### src/rtl/acq_cfg_pkg.sv
package acq_cfg_pkg;

  localparam int BYTE_W = 8;

  // Internal state order: chain states must stay consecutive (ST_RATE..ST_GAIN2)
  typedef enum logic [4:0] {
    ST_PWRUP, ST_IDLE, ST_ARMED, ST_READ, ST_SCROLL,
    ST_CH_A, ST_CH_B,
    ST_RATE, ST_STEP2, ST_STEP1, ST_CPL0, ST_CPL1, ST_SHIFT, ST_EDGE,
    ST_POS1, ST_POS2, ST_TLVL, ST_OFS1, ST_GAIN1, ST_OFS2, ST_GAIN2
  } st_e;

  // Field slots: non-calibration first, calibration from CAL_BASE upward
  typedef enum logic [3:0] {
    F_RATE, F_STEP2, F_STEP1, F_CPL0, F_CPL1, F_SHIFT, F_EDGE, F_TLVL,
    F_POS1, F_POS2, F_OFS1, F_GAIN1, F_OFS2, F_GAIN2
  } fld_e;

  localparam int NUM_FIELDS = 14;
  localparam int CAL_BASE   = 8;

  localparam logic [BYTE_W-1:0] CMD_ARM    = 8'h02;
  localparam logic [BYTE_W-1:0] CMD_READ   = 8'h03;
  localparam logic [BYTE_W-1:0] CMD_NEXT   = 8'h04;
  localparam logic [BYTE_W-1:0] CMD_POLL   = 8'h99;
  localparam logic [BYTE_W-1:0] CMD_FORCE  = 8'hFE;
  localparam logic [BYTE_W-1:0] CMD_ABORT  = 8'hFF;

  function automatic logic [BYTE_W-1:0] st_code(st_e s);
    case (s)
      ST_PWRUP:  return 8'h00;
      ST_IDLE:   return 8'h01;
      ST_ARMED:  return 8'h21;
      ST_READ:   return 8'h03;
      ST_SCROLL: return 8'h14;
      ST_CH_A:   return 8'h0F;
      ST_CH_B:   return 8'h0F;
      ST_RATE:   return 8'h05;
      ST_STEP2:  return 8'h08;
      ST_STEP1:  return 8'h09;
      ST_CPL0:   return 8'h06;
      ST_CPL1:   return 8'h07;
      ST_SHIFT:  return 8'h0A;
      ST_EDGE:   return 8'h0B;
      ST_POS1:   return 8'h0C;
      ST_POS2:   return 8'h0D;
      ST_TLVL:   return 8'h0E;
      ST_OFS1:   return 8'h10;
      ST_GAIN1:  return 8'h11;
      ST_OFS2:   return 8'h12;
      ST_GAIN2:  return 8'h13;
      default:   return 8'h00;
    endcase
  endfunction

  function automatic logic is_load(st_e s);
    return (s >= ST_RATE) && (s <= ST_GAIN2);
  endfunction

  function automatic fld_e st_field(st_e s);
    case (s)
      ST_RATE:  return F_RATE;
      ST_STEP2: return F_STEP2;
      ST_STEP1: return F_STEP1;
      ST_CPL0:  return F_CPL0;
      ST_CPL1:  return F_CPL1;
      ST_SHIFT: return F_SHIFT;
      ST_EDGE:  return F_EDGE;
      ST_POS1:  return F_POS1;
      ST_POS2:  return F_POS2;
      ST_TLVL:  return F_TLVL;
      ST_OFS1:  return F_OFS1;
      ST_GAIN1: return F_GAIN1;
      ST_OFS2:  return F_OFS2;
      default:  return F_GAIN2;
    endcase
  endfunction

endpackage

### src/rtl/acq_trig_latch.sv
module acq_trig_latch (
  input  logic clk,
  input  logic rst_n,
  input  logic in_armed,
  input  logic enter_armed,
  input  logic force_trig,
  input  logic trig_evt,
  output logic pending
);
  always_ff @(posedge clk) begin
    if (!rst_n)
      pending <= 1'b0;
    else if (enter_armed)
      pending <= 1'b0;
    else if (in_armed && (trig_evt || force_trig))
      pending <= 1'b1;
  end
endmodule

### src/rtl/acq_cfg_fsm.sv
module acq_cfg_fsm
  import acq_cfg_pkg::*;
(
  input  logic              clk,
  input  logic              rst_n,
  input  logic              fire,
  input  logic [BYTE_W-1:0] cmd,
  input  logic              trig_pending,
  output st_e               st_q,
  output st_e               st_d
);
  always_comb begin
    st_d = st_q;
    if (st_q == ST_PWRUP) begin
      st_d = ST_IDLE;
    end else if (fire) begin
      case (st_q)
        ST_IDLE: begin
          if (cmd == CMD_ARM)       st_d = ST_ARMED;
          else if (cmd == CMD_READ) st_d = ST_READ;
          else if (cmd == CMD_NEXT) st_d = ST_SCROLL;
        end
        ST_ARMED: begin
          if (cmd == CMD_ABORT)                     st_d = ST_READ;
          else if (cmd == CMD_POLL && trig_pending) st_d = ST_READ;
        end
        ST_READ:   if (cmd == CMD_NEXT)  st_d = ST_CH_A;
        ST_SCROLL: if (cmd == CMD_ABORT) st_d = ST_CH_A;
        ST_GAIN2:  st_d = ST_IDLE;
        default:   st_d = st_e'(st_q + 5'd1);
      endcase
    end
  end

  always_ff @(posedge clk) begin
    if (!rst_n) st_q <= ST_PWRUP;
    else        st_q <= st_d;
  end
endmodule

### src/rtl/acq_cfg_regfile.sv
module acq_cfg_regfile
  import acq_cfg_pkg::*;
#(
  parameter int W       = BYTE_W,
  parameter int NFLD    = NUM_FIELDS,
  parameter int CALBASE = CAL_BASE
) (
  input  logic                   clk,
  input  logic                   rst_n,
  input  st_e                    st_q,
  input  logic                   wr_en,
  input  logic [W-1:0]           wr_data,
  input  logic                   apply_en,
  output logic [W-1:0]           channel,
  output logic [NFLD-1:0][W-1:0] fld_q
);
  logic [W-1:0] ch_first;
  logic         load_now;
  logic [3:0]   load_idx;

  assign load_now = wr_en && is_load(st_q);
  assign load_idx = st_field(st_q);

  always_ff @(posedge clk) begin
    if (!rst_n) begin
      ch_first <= '0;
      channel  <= '0;
    end else if (wr_en) begin
      if (st_q == ST_CH_A)
        ch_first <= wr_data;
      else if (st_q == ST_CH_B && wr_data == ch_first)
        channel <= wr_data;
    end
  end

  for (genvar i = 0; i < NFLD; i++) begin : g_fld
    logic hit;
    assign hit = load_now && (int'(load_idx) == i);
    if (i < CALBASE) begin : g_direct
      always_ff @(posedge clk) begin
        if (!rst_n)   fld_q[i] <= '0;
        else if (hit) fld_q[i] <= wr_data;
      end
    end else begin : g_staged
      logic [W-1:0] stage_q;
      always_ff @(posedge clk) begin
        if (!rst_n) begin
          stage_q  <= '0;
          fld_q[i] <= '0;
        end else begin
          if (hit)      stage_q  <= wr_data;
          if (apply_en) fld_q[i] <= stage_q;
        end
      end
    end
  end
endmodule

### src/rtl/acq_cfg_ctrl.sv
module acq_cfg_ctrl
  import acq_cfg_pkg::*;
(
  input  logic              clk,
  input  logic              rst_n,
  input  logic              cmd_valid,
  output logic              cmd_ready,
  input  logic [BYTE_W-1:0] cmd_data,
  output logic              rep_valid,
  input  logic              rep_ready,
  output logic [BYTE_W-1:0] rep_data,
  input  logic              trig_evt,
  output logic [BYTE_W-1:0] cfg_channel,
  output logic [BYTE_W-1:0] cfg_rate,
  output logic [BYTE_W-1:0] cfg_step_b,
  output logic [BYTE_W-1:0] cfg_step_a,
  output logic [BYTE_W-1:0] cfg_cpl_a,
  output logic [BYTE_W-1:0] cfg_cpl_b,
  output logic [BYTE_W-1:0] cfg_shift,
  output logic [BYTE_W-1:0] cfg_edge,
  output logic [BYTE_W-1:0] cfg_tlevel,
  output logic [BYTE_W-1:0] cal_pos_a,
  output logic [BYTE_W-1:0] cal_pos_b,
  output logic [BYTE_W-1:0] cal_ofs_a,
  output logic [BYTE_W-1:0] cal_gain_a,
  output logic [BYTE_W-1:0] cal_ofs_b,
  output logic [BYTE_W-1:0] cal_gain_b
);
  st_e  st_q, st_d;
  logic fire;
  logic trig_pend;
  logic [NUM_FIELDS-1:0][BYTE_W-1:0] fld_q;
  logic [BYTE_W-1:0] cur_code;
  logic [6*BYTE_W-1:0] cal_all;

  assign cmd_ready = (st_q != ST_PWRUP) && !rep_valid;
  assign fire      = cmd_valid && cmd_ready;
  assign cur_code  = st_code(st_q);

  acq_cfg_fsm u_fsm (
    .clk(clk), .rst_n(rst_n), .fire(fire), .cmd(cmd_data),
    .trig_pending(trig_pend), .st_q(st_q), .st_d(st_d)
  );

  acq_trig_latch u_trig (
    .clk(clk), .rst_n(rst_n),
    .in_armed(st_q == ST_ARMED),
    .enter_armed((st_d == ST_ARMED) && (st_q != ST_ARMED)),
    .force_trig(fire && (st_q == ST_ARMED) && (cmd_data == CMD_FORCE)),
    .trig_evt(trig_evt),
    .pending(trig_pend)
  );

  acq_cfg_regfile u_regs (
    .clk(clk), .rst_n(rst_n), .st_q(st_q),
    .wr_en(fire), .wr_data(cmd_data),
    .apply_en((st_q == ST_IDLE) || (st_q == ST_SCROLL)),
    .channel(cfg_channel), .fld_q(fld_q)
  );

  always_ff @(posedge clk) begin
    if (!rst_n) begin
      rep_valid <= 1'b0;
      rep_data  <= '0;
    end else if (fire) begin
      rep_valid <= 1'b1;
      rep_data  <= st_code(st_d);
    end else if (rep_ready) begin
      rep_valid <= 1'b0;
    end
  end

  assign cfg_rate   = fld_q[F_RATE];
  assign cfg_step_b = fld_q[F_STEP2];
  assign cfg_step_a = fld_q[F_STEP1];
  assign cfg_cpl_a  = fld_q[F_CPL0];
  assign cfg_cpl_b  = fld_q[F_CPL1];
  assign cfg_shift  = fld_q[F_SHIFT];
  assign cfg_edge   = fld_q[F_EDGE];
  assign cfg_tlevel = fld_q[F_TLVL];
  assign cal_pos_a  = fld_q[F_POS1];
  assign cal_pos_b  = fld_q[F_POS2];
  assign cal_ofs_a  = fld_q[F_OFS1];
  assign cal_gain_a = fld_q[F_GAIN1];
  assign cal_ofs_b  = fld_q[F_OFS2];
  assign cal_gain_b = fld_q[F_GAIN2];
  assign cal_all    = {cal_pos_a, cal_pos_b, cal_ofs_a, cal_gain_a, cal_ofs_b, cal_gain_b};
endmodule

### config.mk
export PLATFORM = sky130hd
export DESIGN_NAME = acq_cfg_ctrl
export DESIGN_NICKNAME = d
export VERILOG_FILES = /design/src/rtl/acq_cfg_pkg.sv /design/src/rtl/acq_trig_latch.sv /design/src/rtl/acq_cfg_fsm.sv /design/src/rtl/acq_cfg_regfile.sv /design/src/rtl/acq_cfg_ctrl.sv
export SDC_FILE = /design/constraint.sdc
export NUM_CORES = 1
export LEC_CHECK = 0
export ABC_AREA = 0
export CAP_MARGIN = 30
export CORE_MARGIN = 2
export CORE_UTILIZATION = 29
export DETAILED_ROUTE_END_ITERATION = 8
export REMOVE_ABC_BUFFERS = 1
export SETUP_SLACK_MARGIN = 0.05
export SYNTH_ARGS = -nofsm -noshare
export SYNTH_HDL_FRONTEND = slang
export SYNTH_SLANG_ARGS = --single-unit
### constraint.sdc
create_clock -name clk -period 4.9 [get_ports clk]
set_input_delay 0.98 -clock clk [delete_from_list [all_inputs] [get_ports clk]]
set_output_delay 0.98 -clock clk [all_outputs]
set_load 0.005 [all_outputs]
==> results.cfg, run 1 <==
[global_route]
gr-total-overflow = 0
antenna_found_initial = 2
use_met2_pct = 25.7
met1_usage_pct = 22.3
grtUsageMet3_pct = 3.80
busiest_layer = met2
grt_pass1_vias = 6175
grt_use_total_pct = 16.3
grt_max_degree = 111
grt_pass1_wl_um = 36400

[final_layout]
final_core_util_pct = 37.9
nNetsFinal = 1016
nFillCells = 2835
drive_gt1_share_pct = 8.37
antenna_cells = 0
area_growth_pct = 29.1

[worst_setup_path]
worstReg2RegEnd = rep_data[4]
critPathLaunchType = primary input
path_cells = clkdlybuf4s50_1 -> or4b_2 -> nor4_1 -> a21oi_1 -> a21oi_2 -> inv_1 -> ha_1 -> or4_1 -> a211o_1 -> a21oi_2
slowest_stage = clkdlybuf4s50_1
cpPeakStageDelay_ns = 0.63
crit_family = simple AND/OR/NAND/NOR gates
critPathBufInv = 2
critical_path.max_fanout = 9
path_common_cell = a21oi_2
worstSetupPathType = primary input to flop
cp.arrival_ns = 4.17
critPathRequiredTime_ns = 5.29
ff2ff_setup_slack_ns = 1.28
reg2reg_depth = 10
cp-end-kind = flop
r2r_start = u_fsm.st_q[0]

[floorplanning]
start_util_pct = 29.4
io_pins = 143
fp.dieH_um = 172
dieArea_sq_mm = 0.0295
core-area_sq_mm = 0.0278
row_count = 61
die_w_um = 172

[clocking]
clock_latency_ns = 0.44
cts_tree = yes
cts_max_path_buffers = 2
htreeDepth = 4
cts.sinks = 193
cts_resized = 0
holdBufCountCts = 0
cts_setup_buffers = 0
cts_root_buf = clkbuf_16
cts_buffers = 17
clkSlewWorstSetupHoldPaths_ns = 0.08

[power_and_ir_drop]
p_sw_mw = 0.910
intPower_mw = 2.40
total_power_mw = 3.31
p_seq_share_pct = 47.8
vdd_drop_max_mv = 0.245
power_density_mw_per_mm2 = 315
sw_frac_of_total_pct = 27.5
power_frac_comb_pct = 8.6
leakagePower_nw = 3.85
power.share.clock_pct = 43.6

[drt]
first_pass_iters = 5
routedWlPerCell_um = 17.1
wl_um = 23600
vias = 6455
drc = 0
ant_nets = 0
drtIter0Drc = 537
routed_via_density = 4.67

[synth]
synth.avg_cell_area_sq_um = 9.29
synth_compound_area_share_pct = 8.78
synth-edff-count = 0
synth_area_leader_cell = dfxtp_1
yosys_warnings = 0
ys_async_sr_fraction_pct = 0
synth_most_common_cell = dfxtp_1
yosys.area_share.simple_pct = 20.6
synth_mux_area_share_pct = 16.3
yosys_register_bits = 193
synthTopCellsByCount = dfxtp_1, nor2_1, mux2i_1
synth_cell_types = 70
synth_top_family_by_area = simple AND/OR/NAND/NOR gates
synth_cells = 879
synth_flop_cell = dfxtp_1
synth-adder-area-share_pct = 1.84
ys_top_cells_by_area = dfxtp_1, mux2i_1, nor2_1
yosysTopAreaCellShare_pct = 47.3
ys_seq_area_share_pct = 47.3
synth-xor-area-share_pct = 0.966
syn-cell-area_sq_mm = 0.00816

[min_path]
whs_endpoint = u_regs.fld_q[106]
hp-start = u_regs.g_fld[13].g_staged.stage_q[2]
whs_path_depth = 2
hp-class = flop to flop

[timing]
fin_crit_ns = 3.79
rsz0062_at_grt = false
slew_headroom_pct = 36.6
setup_viol = 0
fin_tns_setup_ns = 0
max_freq_ghz = 0.264
drv_slew = 0
finalHoldViolations = 0
finalClockSkew_ns = 0.0137
fin_crit_sh_pct = 77.3
tightest_slew_ns = 0.950

[place]
io_buffers = 140
hpwl_um = 16300
gp_congestion = 0.804

[flow_run]
cap_violations = 0

[outcome]
status = finished, final reports clean
## worst max path at each step
| stage | cells after the start | startpoint | end |
|---|---|---|---|
| 2_1_floorplan | 4 | rst_n | u_regs.load_idx[1] |
| 3_3_place_gp | 10 | cmd_data[1] | rep_data[4] |
| 3_5_place_dp | 10 | cmd_data[1] | rep_data[4] |
| 4_1_cts | 10 | cmd_data[1] | rep_data[4] |
| 5_1_grt | 11 | cmd_data[5] | rep_data[1] |
| 6_report | 10 | cmd_data[1] | rep_data[4] |
## kinds of logic after synthesis
kind of cell / Yosys count
AO/OA/AOI/OAI: 115
buffers and inverters: 79
XOR/XNOR: 9
AND/OR/NAND/NOR: 337
flip-flops: 193
other: 1
multiplexers: 133
adder cells (fa/ha/maj): 12
## registers in the layout, summed over array words and instances, names as in the netlist
signal / flops
rep_data: 6
rep_valid: 1
u_fsm.st_q: 5
u_regs.ch_first: 8
u_regs.channel: 8
u_regs.fld_q: 112
u_regs.g_fld.g_staged.stage_q: 48
u_regs.load_idx: 4
u_trig.pending: 1
## metrics by stage
| stage | hold slack, ns | instances | area, sq um | setup slack (ns) |
|---|---|---|---|---|
| after global placement | 0.438 | 1349 | 9900 | 0.686 |
| after global routing | 0.462 | 1382 | 10500 | 0.888 |
| after floorplan | 0.431 | 813 | 7880 | 0.686 |
| after CTS | 0.447 | 1381 | 10500 | 1.10 |
| after detailed placement | 0.444 | 1349 | 9900 | 0.651 |
| final | 0.444 | 1382 | 10500 | 1.11 |
## tightest hold or removal path: cells and delay by family (launching register included)
family	cells	cell delay (ns)
DFF	1	0.31
AOI/OAI and AO/OA	1	0.05
and+or+nand+nor	1	0.05
## final cells by class
type                            instances  area (sq um)  area share (%)
Multi-Input combinational cell        608          3980            37.7
Inverter                               12          50.0           0.475
Sequential cell                       193          3860            36.7
Clock buffer                           17           425            4.04
Timing Repair Buffer                  159          1560            14.8
Clock inverter                         15           193            1.83
Tap cell                              378           473            4.49
## power groups by stage
| stage | sequential, mW | clock (mW) | combinational [mW] |
|---|---|---|---|
| finish | 1.58 | 1.45 | 0.285 |
| global route | 1.59 | 1.54 | 0.317 |
| CTS | 1.58 | 1.48 | 0.282 |
| detailed placement | 1.62 | 0 | 0.280 |
| global placement | 1.62 | 0 | 0.281 |
| floorplan | 1.62 | 0 | 0.146 |
## layer usage
layer | part of all wire, % | routed length [um]
met4 | 1.4 | 320
met3 | 5.2 | 1230
met1 | 48 | 11300
met5 | 0.11 | 27
met2 | 45 | 10700
## placed cells by master (no fill, tap or decap), drive strengths merged, types with 7 or more instances in the layout
cell type,Yosys,layout
nor2,145,145
o21ai,20,20
nor3,14,14
clkinv,0,7
buf,20,19
mux2i,132,132
nand2,111,111
and2,7,7
inv,12,18
nor4,9,9
clkdlybuf4s50,0,140
clkbuf,47,17
a21oi,64,64
ha,12,12
dfxtp,193,193
nand4,10,10
(Power assumes the default switching activity.)
==> run 2: changes to the inputs <==
==> constraint.sdc (replaced) <==
create_clock -name clk -period 3.7 [get_ports clk]
set_input_delay 0.74 -clock clk [delete_from_list [all_inputs] [get_ports clk]]
set_output_delay 0.74 -clock clk [all_outputs]
set_load 0.005 [all_outputs]
==> results.cfg, run 2 (synthesized netlist as in run 1, its figures left out) <==
[global_route]
use_met2_pct = 24.9
grtUsageMet3_pct = 3.70
grt_pass1_vias = 6195
met1_usage_pct = 22.3
gr-total-overflow = 0
antenna_found_initial = 1
grt_pass1_wl_um = 36000
grt_max_degree = 94
busiest_layer = met2
grt_use_total_pct = 15.9

[drt]
first_pass_iters = 6
vias = 6592
wl_um = 23200
routed_via_density = 4.65
drtIter0Drc = 422
routedWlPerCell_um = 16.4
drc = 0
ant_nets = 0

[power_and_ir_drop]
p_sw_mw = 1.16
power.share.clock_pct = 43.1
intPower_mw = 3.28
power_density_mw_per_mm2 = 411
power_frac_comb_pct = 9.8
vdd_drop_max_mv = 0.294
sw_frac_of_total_pct = 26.1
p_seq_share_pct = 47.1
leakagePower_nw = 4.03

[timing]
fin_hold_ws_ns = 0.455
fin_crit_sh_pct = 90.6
setup_viol = 0
tightest_slew_ns = 0.798
rsz0062_at_grt = false
finalClockSkew_ns = 0.0110
slew_headroom_pct = 46.7
fin_crit_ns = 3.35
setup_slack_ns = 0.348
finalHoldViolations = 0
drv_slew = 0
max_freq_ghz = 0.298

[floorplanning]
fp.dieH_um = 172
start_util_pct = 29.4
core-area_sq_mm = 0.0278
dieArea_sq_mm = 0.0295
die_w_um = 172
io_pins = 143
row_count = 61

[worst_setup_path]
critical_path.max_fanout = 6
worstSetupPathType = primary input to flop
worstReg2RegEnd = rep_data[4]
slowest_stage = clkdlybuf4s50_1
path_common_cell = o32a_1
reg2reg_depth = 11
cp.arrival_ns = 3.72
critPathLaunchType = primary input
ff2ff_setup_slack_ns = 0.51
path_cells = clkdlybuf4s50_1 -> nor4b_1 -> a2bb2oi_1 -> o32a_1 -> nand4_1 -> o32a_1 -> inv_1 -> ha_1 -> or4_1 -> a211o_1 -> a21oi_2
cpPeakStageDelay_ns = 0.55
critPathRequiredTime_ns = 4.07
r2r_start = u_fsm.st_q[1]
cp-end-kind = flop

[final_layout]
drive_gt1_share_pct = 11.6
nFillCells = 2835
layout_commonest_cell = dfxtp_1
area_growth_pct = 32.4
layout_common_cells = dfxtp_1, nor2_1, clkdlybuf4s50_1
largest_register = u_regs.fld_q
antenna_cells = 0
multiInputGateArea_sq_mm = 0.00398
top_regs = u_regs.fld_q (112), u_regs.g_fld.g_staged.stage_q (48)
largest_reg_flops = 112
regArea_sq_mm = 0.00386
nNetsFinal = 1053

[clocking]
holdBufCountCts = 0
cts_buffers = 17
cts_tree = yes
cts_setup_buffers = 0
clkSlewWorstSetupHoldPaths_ns = 0.07
cts.sinks = 193
cts_root_buf = clkbuf_16
cts_max_path_buffers = 2
htreeDepth = 4
clock_latency_ns = 0.43
cts_resized = 0

[flow_run]
cap_violations = 0

[outcome]
status = finished, final reports clean

[place]
hpwl_um = 16400
gp_congestion = 0.907
dp_slack_ns = -0.0768
io_buffers = 140

[min_path]
hp-class = flop to flop
whs_endpoint = u_regs.fld_q[88]
whs_path_depth = 2
hp-start = u_regs.fld_q[88]
-- run 2: per-layer routing --
layer | up-vias | part of all wire, %
li1 | 3308 | -
met1 | 3108 | 50
met2 | 156 | 44
met3 | 18 | 5.0
met4 | 2 | 0.92
met5 | - | 0.047
-- run 2: worst max path at each step --
stage / startpoint / end / cells after the start
CTS: cmd_data[1] / u_regs.load_idx[2] / 12
detailed placement: cmd_data[1] / u_regs.load_idx[2] / 12
floorplan: rst_n / u_regs.load_idx[1] / 4
global route: cmd_data[6] / u_regs.load_idx[2] / 13
finish: cmd_data[6] / rep_data[4] / 11
global placement: cmd_data[1] / rep_data[4] / 10
-- run 2: final cells by class --
cell class,count,share of cell area (%)
clock buffers,18,4.06
well taps,378,4.38
flip-flops and latches,193,35.7
clock inverters,14,1.60
repair buffers,196,17.0
multi-input cells,608,36.8
inverters,12,0.463
-- run 2: stage by stage --
stage	utilization (%)	setup TNS [ns]	cells	power (mW)	cell area, sq um
final	38.9	0	1419	4.45	10800
after global routing	38.9	0	1419	4.62	10800
after CTS	38.9	0	1419	4.50	10800
after detailed placement	36.7	-0.109	1387	2.58	10200
after global placement	36.7	-0.0487	1387	2.58	10200
after floorplan	-	-0.274	813	2.34	7880
-- run 2: worst max-delay path, delay by kind of cell --
kind | cells | cell delay [ns]
AND/OR/NAND/NOR | 3 | 1.08
AO/OA/AOI/OAI | 5 | 1.09
adder cells (fa/ha/maj) | 1 | 0.18
buffers and inverters | 2 | 0.62
-- run 2: power groups by stage --
stage / sequential, mW / clock [mW] / combinational (mW)
3_3_place_gp: 2.14 / 0 / 0.438
2_1_floorplan: 2.14 / 0 / 0.193
3_5_place_dp: 2.14 / 0 / 0.435
5_1_grt: 2.10 / 2.05 / 0.475
4_1_cts: 2.09 / 1.97 / 0.438
6_report: 2.09 / 1.92 / 0.433
